<file path="src/rtl/evt_irq_pkg.sv">
package evt_irq_pkg;

  // Strobes from the bus decoder to the register datapath
  typedef struct packed {
    logic clrPend;   // write-1-to-clear on pending bits
    logic setMask;   // unmask bits written as 1
    logic clrMask;   // mask bits written as 1
  } strobe_t;

  typedef enum logic [1:0] {
    RD_NONE = 2'd0,
    RD_PEND = 2'd1,
    RD_MASK = 2'd2
  } rdSel_t;

endpackage

</file>
<file path="src/rtl/evt_irq_ctl.sv">
module evt_irq_ctl
  import evt_irq_pkg::*;
#(
  parameter int ADDR_W = 8,
  parameter logic [ADDR_W-1:0] OFS_PEND   = 8'h10,
  parameter logic [ADDR_W-1:0] OFS_MASK   = 8'h20,
  parameter logic [ADDR_W-1:0] OFS_UNMASK = 8'h24,
  parameter logic [ADDR_W-1:0] OFS_BLOCK  = 8'h28
) (
  input  logic              busWe,
  input  logic [ADDR_W-1:0] busAddr,
  output strobe_t           strobes,
  output rdSel_t            rdSel
);

  logic hitPend;
  logic hitMask;
  logic hitUnmask;
  logic hitBlock;

  always_comb begin
    hitPend   = (busAddr == OFS_PEND);
    hitMask   = (busAddr == OFS_MASK);
    hitUnmask = (busAddr == OFS_UNMASK);
    hitBlock  = (busAddr == OFS_BLOCK);
  end

  // Write decode: one strobe per write-side view
  always_comb begin
    strobes.clrPend = busWe && hitPend;
    strobes.setMask = busWe && hitUnmask;
    strobes.clrMask = busWe && hitBlock;
  end

  // Read decode: the write-only ports fall into RD_NONE
  always_comb begin
    if (hitPend)      rdSel = RD_PEND;
    else if (hitMask) rdSel = RD_MASK;
    else              rdSel = RD_NONE;
  end

endmodule

</file>
<file path="src/rtl/evt_irq_dp.sv">
module evt_irq_dp
  import evt_irq_pkg::*;
#(
  parameter int NUM_POS = 10,
  parameter logic [NUM_POS-1:0] POS_USED  = 10'h2FF,
  parameter logic [NUM_POS-1:0] ERR_GROUP = 10'h2E4
) (
  input  logic               clk,
  input  logic               rstN,
  input  logic [NUM_POS-1:0] evtPulse,
  input  logic [NUM_POS-1:0] wdata,
  input  strobe_t            strobes,
  input  rdSel_t             rdSel,
  output logic [NUM_POS-1:0] rdata,
  output logic [NUM_POS-1:0] pendVec,
  output logic [NUM_POS-1:0] maskVec,
  output logic               irqOut,
  output logic               errAny
);

  localparam logic [NUM_POS-1:0] ZERO_VEC = '0;

  logic [NUM_POS-1:0] pendQ, pendD;
  logic [NUM_POS-1:0] maskQ, maskD;
  logic [NUM_POS-1:0] clrVec, setVec, blkVec;
  logic               irqQ, errQ;

  always_comb begin
    clrVec = strobes.clrPend ? wdata : ZERO_VEC;
    setVec = strobes.setMask ? wdata : ZERO_VEC;
    blkVec = strobes.clrMask ? wdata : ZERO_VEC;
  end

  // An event wins over a clear of the same bit in the same cycle
  always_comb begin
    pendD = (evtPulse | (pendQ & ~clrVec)) & POS_USED;
    maskD = ((maskQ | setVec) & ~blkVec) & POS_USED;
  end

  always_ff @(posedge clk or negedge rstN) begin
    if (!rstN) begin
      pendQ <= '0;
      maskQ <= '0;
      irqQ  <= 1'b0;
      errQ  <= 1'b0;
    end else begin
      pendQ <= pendD;
      maskQ <= maskD;
      irqQ  <= |(pendQ & maskQ);
      errQ  <= |(pendQ & ERR_GROUP);
    end
  end

  always_comb begin
    unique case (rdSel)
      RD_PEND: rdata = pendQ;
      RD_MASK: rdata = maskQ;
      default: rdata = ZERO_VEC;
    endcase
  end

  assign pendVec = pendQ;
  assign maskVec = maskQ;
  assign irqOut  = irqQ;
  assign errAny  = errQ;

endmodule

</file>
<file path="src/rtl/evt_irq_ctrl.sv">
module evt_irq_ctrl
  import evt_irq_pkg::*;
#(
  parameter int NUM_POS = 10,
  parameter int ADDR_W  = 8,
  parameter logic [NUM_POS-1:0] POS_USED  = 10'h2FF,
  parameter logic [NUM_POS-1:0] ERR_GROUP = 10'h2E4,
  parameter logic [ADDR_W-1:0] OFS_PEND   = 8'h10,
  parameter logic [ADDR_W-1:0] OFS_MASK   = 8'h20,
  parameter logic [ADDR_W-1:0] OFS_UNMASK = 8'h24,
  parameter logic [ADDR_W-1:0] OFS_BLOCK  = 8'h28
) (
  input  logic               clk,
  input  logic               rstN,
  input  logic [NUM_POS-1:0] evtPulse,
  input  logic               busWe,
  input  logic [ADDR_W-1:0]  busAddr,
  input  logic [NUM_POS-1:0] busWdata,
  output logic [NUM_POS-1:0] busRdata,
  output logic               irqOut,
  output logic               errAny
);

  strobe_t            strobes;
  rdSel_t             rdSel;
  logic [NUM_POS-1:0] pendVec;
  logic [NUM_POS-1:0] maskVec;

  evt_irq_ctl #(
    .ADDR_W(ADDR_W), .OFS_PEND(OFS_PEND), .OFS_MASK(OFS_MASK),
    .OFS_UNMASK(OFS_UNMASK), .OFS_BLOCK(OFS_BLOCK)
  ) u_ctl (
    .busWe(busWe), .busAddr(busAddr), .strobes(strobes), .rdSel(rdSel)
  );

  evt_irq_dp #(
    .NUM_POS(NUM_POS), .POS_USED(POS_USED), .ERR_GROUP(ERR_GROUP)
  ) u_dp (
    .clk(clk), .rstN(rstN), .evtPulse(evtPulse), .wdata(busWdata),
    .strobes(strobes), .rdSel(rdSel), .rdata(busRdata),
    .pendVec(pendVec), .maskVec(maskVec), .irqOut(irqOut), .errAny(errAny)
  );

endmodule

</file>
<file path="config.mk">
export PLATFORM = sky130hd
export DESIGN_NAME = evt_irq_ctrl
export DESIGN_NICKNAME = d
export VERILOG_FILES = /design/src/rtl/evt_irq_pkg.sv /design/src/rtl/evt_irq_ctl.sv /design/src/rtl/evt_irq_dp.sv /design/src/rtl/evt_irq_ctrl.sv
export SDC_FILE = /design/constraint.sdc
export NUM_CORES = 1
export LEC_CHECK = 0
export ABC_AREA = 1
export ABC_CLOCK_PERIOD_IN_PS = 1000
export BUFFER_PORTS_ARGS = -buffer_cell sky130_fd_sc_hd__buf_4
export CELL_PAD_IN_SITES_DETAIL_PLACEMENT = 1
export CELL_PAD_IN_SITES_GLOBAL_PLACEMENT = 1
export CORE_MARGIN = 10
export CORE_UTILIZATION = 27
export CTS_CLUSTER_DIAMETER = 60
export DETAILED_ROUTE_END_ITERATION = 12
export PLACE_DENSITY_LB_ADDON = 0.1
export SETUP_SLACK_MARGIN = 0.4
export SLEW_MARGIN = 20
export SYNTH_ARGS = -nofsm -noshare
export SYNTH_HDL_FRONTEND = slang
export SYNTH_SLANG_ARGS = --single-unit
export TNS_END_PERCENT = 30
</file>
<file path="constraint.sdc">
create_clock -name clk -period 1 [get_ports clk]
set_input_delay 0.05 -clock clk [delete_from_list [all_inputs] [get_ports clk]]
set_output_delay 0.05 -clock clk [all_outputs]
set_load 0.005 [all_outputs]
</file>
Word-level counts from Yosys, hierarchy flattened
Cells that the tools add are included. Widths: inputs -> output; s select.

Flip-flop bits (word level): 20. Bits in latches: 0. RAM bits: 0. Memory bits (read-only): 0. Input port bits: 31. Output and inout port bits: 12. Word-level logic and storage cells: 28. Memories: 0.

Add/sub/neg operators: 0. Multiply operators: 0. Divide/modulo/power cells: 0. Order comparisons: 0. Equality and inequality tests: 6. Shifts and indexed selects: 0. Muxes and demuxes: 6. Bitwise gates (word level): 7. Reductions and logical operators: 5.

Operators by type and width (number): $and 10x10->10 (3); $mux 10 (3); $eq 8x6->1 const B (3); $not 10->10 (2); $or 10x10->10 (2); $pmux 10 s2 (1); $reduce_or 10->1 (1); $eq 8x5->1 const B (1); $reduce_or 5->1 (1); $mux 2 (2); $logic_and 1x1->1 (3); $eq 2x1->1 const B (1); $eq 2x2->1 const B (1).

Depth between registers and ports, before layout
Word-level depth: 6. Gate-level depth with buffers: 8. Gate-level depth less buffers: 7.

Cells and area by module
A second synthesis with hierarchy kept.

Cell total of the unflattened synthesis: 169. Area total of the unflattened synthesis: 1221.2 µm².

Modules (own cells, without submodules): evt_irq_dp (times used 1, cells each 143, area an instance 1108.6 µm², sequential area each 500.5 µm²); evt_irq_ctl (times used 1, cells each 26, area an instance 112.6 µm², sequential area each 0.0 µm²).

Least setup slack after synthesis
No wires, ideal clock.

Kind: input to register. From: input busAddr[2]. To: register u_dp.pendQ[7], in the netlist u_dp.pendVec[7]. Setup time: 0.117 ns. Arrival time: 0.723 ns. Slack: 0.161 ns. Stages on the path: 7. Cells stage by stage: nor2_2 > nand2_2 > nor2_4 > buf_6 > nand3_2 > nand2_1 > nand2_1.

Word-level cells in the longest chain between the ends: 6.

Ends and longest elaborated chain: from (decl) (line evt_irq_ctrl.sv:17) `input logic [ADDR_W-1:0] busAddr,`; $eq 8x5->1 (line evt_irq_ctl.sv:22) `hitPend = (busAddr == OFS_PEND);`; $logic_and 1x1->1 (line evt_irq_ctl.sv:30) `strobes.clrPend = busWe && hitPend;`; $mux 10 (line evt_irq_dp.sv:29) `clrVec = strobes.clrPend ? wdata : ZERO_VEC;`; $not 10->10 (line evt_irq_dp.sv:36) `pendD = (evtPulse | (pendQ & ~clrVec)) & POS_USED;`; $and 10x10->10 (line evt_irq_dp.sv:36); $or 10x10->10 (line evt_irq_dp.sv:36); net u_dp.pendD[7] (line evt_irq_dp.sv:23) `logic [NUM_POS-1:0] pendQ, pendD;`; to (signal assigned) (line evt_irq_dp.sv:47) `pendQ <= pendD;`; to (decl) (line evt_irq_dp.sv:23).

The timed path passes the listed nets, and every way through them passes these cells.

Worst setup path after layout
From: register u_dp.pendQ[2], in the netlist u_dp.pendVec[2]. To: output busRdata[2].

Word-level cells in the longest chain between the ends: 1.

Ends and longest elaborated chain: $pmux 10 s2 (line evt_irq_dp.sv:55) `unique case (rdSel)`; to (decl) (line evt_irq_ctrl.sv:19) `output logic [NUM_POS-1:0] busRdata,`.

Every way passes these cells.

==> impl_metrics.py <==
metrics = {
    "global_routing": {
        "grt_pass1_vias": 1513,
        "gr-total-overflow": 0,
        "grt_usage_pct": 12.3,
        "antenna_found_initial": 0,
        "grt_pass1_wl_mm": 7.38,
        "grt_max_degree": 21,
    },
    "route": {
        "vias_per_cell": 4.69,
        "ant_nets": 0,
        "routed_wl_mm": 4.61,
        "drc": 0,
        "vias": 1347,
        "first_pass_iters": 4,
        "wl_per_cell_um": 16.1,
        "drt_iter0_drc": 28,
    },
    "sta": {
        "slew_viol_final": 0,
        "fmax_ghz": 0.917,
        "hold_viol": 9,
        "post-route-min-period_ps": 1090,
        "fin_skew_ps": 2.85,
        "setup_slack_ps": -90.4,
        "finalCritPeriodShare_pct": 109,
        "whs_ps": -32.4,
        "rsz0062_at_grt": "true",
        "setup_viol": 10,
        "setup_tns_ps": -347,
    },
    "outcome": {
        "violations": "hold timing, setup timing",
        "status": "finished with violations",
    },
    "die": {
        "coreArea_mm2": 0.00435,
        "die_area_mm2": 0.00754,
        "start_util_pct": 27.7,
        "num_rows": 24,
        "io_pins": 43,
        "die_y_um": 86.8,
        "die_x_um": 86.8,
    },
    "setup_path": {
        "crit_path_start": "u_dp.pendVec[2]",
        "crit_path_end_kind": "output pin",
        "reg2reg_slack_ps": -20,
        "r2r-end": "u_dp.irqOut",
        "cp_cell_sequence": "buf_6, nand2_2, o21ai_1, buf_4",
        "cp_slowest_cell": "dfrtp_1",
        "crit_required_ps": 950,
        "crit-reg2reg-launch": "u_dp.pendVec[2]",
        "arrival_ps": 1040,
        "endpoint": "busRdata[2]",
        "ff2ff_path_depth": 5,
        "path_class": "reg2out",
        "crit_path_max_incr_delay_ps": 410,
        "crit_path_start_kind": "flip-flop",
        "cp_max_fo": 2,
    },
    "cts": {
        "clock_latency_ps": 260,
        "cts_hold_buf": 1,
        "cts_buffers": 3,
        "cts_root_buf": "clkbuf_8",
        "numClockSinks": 20,
        "clkTransAtPathRegs_ps": 80,
        "htree_levels": 1,
        "clk_path_buf_depth": 2,
        "tritoncts": "built",
    },
    "yosys": {
        "synth_warnings": 0,
        "syn_area_per_cell_um2": 6.97,
        "synth.distinct_cells": 16,
        "synth-seq-cells": 20,
        "syn-cell-area_mm2": 0.00121,
        "synthesis.instances": 173,
        "syn-num-nets": 204,
        "yosysSeqAreaShare_pct": 41.5,
    },
    "flow_run": {
        "max_cap_viol_count": 0,
    },
    "place": {
        "io_buffers": 39,
        "dp.cells": 267,
        "globalplace.congestion": 0.766,
        "place_area_mm2": 0.00164,
        "dpl.hpwl_mm": 3.16,
    },
    "hold_path": {
        "hold_class": "in2reg",
    },
    "finish": {
        "area_growth_pct": 65.9,
        "layout.cells.non_filler": 287,
        "final_cell_mix": "buf_4, nand2_1, inv_1",
        "final_common_cell": "buf_4",
        "stdcell_area_mm2": 0.00200,
        "fillers": 527,
        "finalNetCount": 267,
        "post-route-util_pct": 45.9,
        "antennaDiodeCount": 0,
        "drive_gt1_share_pct": 47.2,
    },
    "power": {
        "powerDensity_mw_per_mm2": 888,
        "swShare_pct": 26.3,
        "combPwrFrac_pct": 17.2,
        "ir_worst_vdd_mv": 0.479,
        "switchingPower_uw": 467,
        "pwr-share-clk_pct": 35.7,
        "leakage_nw": 0.988,
        "seqPwrFrac_pct": 47.1,
        "internal-power_mw": 1.31,
    },
}
metal layers:
layer | track usage (%) | vias to the layer above | share of wire [%]
met5 | 0 | - | 0
met4 | 3.98 | 0 | 0.91
met3 | 3.66 | 4 | 4.5
met2 | 22.3 | 25 | 53
met1 | 13.2 | 660 | 42
li1 | - | 658 | -
worst min path at each step:
stage                startpoint              end  slack, ps  cells after the start
floorplan                  rstN      u_dp.errAny       -250                      0
global placement           rstN  u_dp.pendVec[0]        -50                      1
detailed placement         rstN  u_dp.pendVec[0]        -50                      1
CTS                 evtPulse[6]  u_dp.pendVec[6]        -40                      3
global route        evtPulse[9]  u_dp.pendVec[9]        -40                      3
finish              evtPulse[0]  u_dp.pendVec[0]        -30                      3
power by group through the flow:
stage	sequential [mW]	combinational (mW)	clock [mW]
3_5_place_dp	0.852	0.267	0
4_1_cts	0.836	0.291	0.674
6_report	0.837	0.305	0.635
3_3_place_gp	0.850	0.256	0
5_1_grt	0.839	0.338	0.698
2_1_floorplan	0.849	0.105	0
sequential cells by signal (all words and copies together) (netlist names):
| signal | cells |
|---|---|
| u_dp.maskVec | 9 |
| u_dp.pendVec | 9 |
| u_dp.errAny | 1 |
| u_dp.irqOut | 1 |
logic make-up after synthesis:
kind of cell / count (synthesis) / share of synthesized area, %
buf+inv: 39 / 14.1
simple gates: 104 / 40.4
other cells: 1 / 0.311
compound gates: 9 / 3.73
flops: 20 / 41.5
final cells by class:
type | count | area, um^2 | share of cell area, %
multi-input cells | 114 | 682 | 34.1
flip-flops and latches | 20 | 500 | 25.0
well taps | 52 | 65.1 | 3.25
inverters | 34 | 150 | 7.50
repair buffers | 63 | 548 | 27.4
clock buffers | 4 | 55.1 | 2.75
cells in the mapped netlist:
library cell	instances	area share, %
nor3_1	1	0.41
nand2_1	60	19
buf_6	2	1.9
buf_2	1	0.41
nand3_1	20	8.3
nand2_2	1	0.52
nor2_2	3	1.6
dfrtp_1	20	41
o21ai_0	9	3.7
buf_4	2	1.2
nand4_1	10	5.2
conb_1	1	0.31
nor2_1	4	1.2
inv_1	34	11
nand3_2	2	1.7
nor2_4	3	2.8
worst max-delay path: cells and delay by family (launching register included):
kind            cells  cell delay, ps
buf+inv             2             270
flops               1             410
simple gates        1              40
compound gates      1              60
stage by stage:
stage / total power, mW / hold WS, ps / setup slack (ps)
after floorplan: 0.954 / -246 / 185
after global routing: 1.88 / -38.0 / -130
after global placement: 1.11 / -45.5 / -51.1
final: 1.78 / -32.4 / -90.4
after CTS: 1.80 / -39.7 / -77.0
after detailed placement: 1.12 / -46.2 / -65.8
timing repair:
| action | in CTS | in global routing |
|---|---|---|
| endpoints found under the setup margin | 31 | 31 |
| buffers inserted | 5 | 9 |
| cloned | 0 | 1 |
| endpoints found under the hold margin | 29 | 9 |
| resized for setup | 34 | 17 |
| pin swaps | 26 | 24 |
No activity file was read; power rests on OpenSTA's default activity.
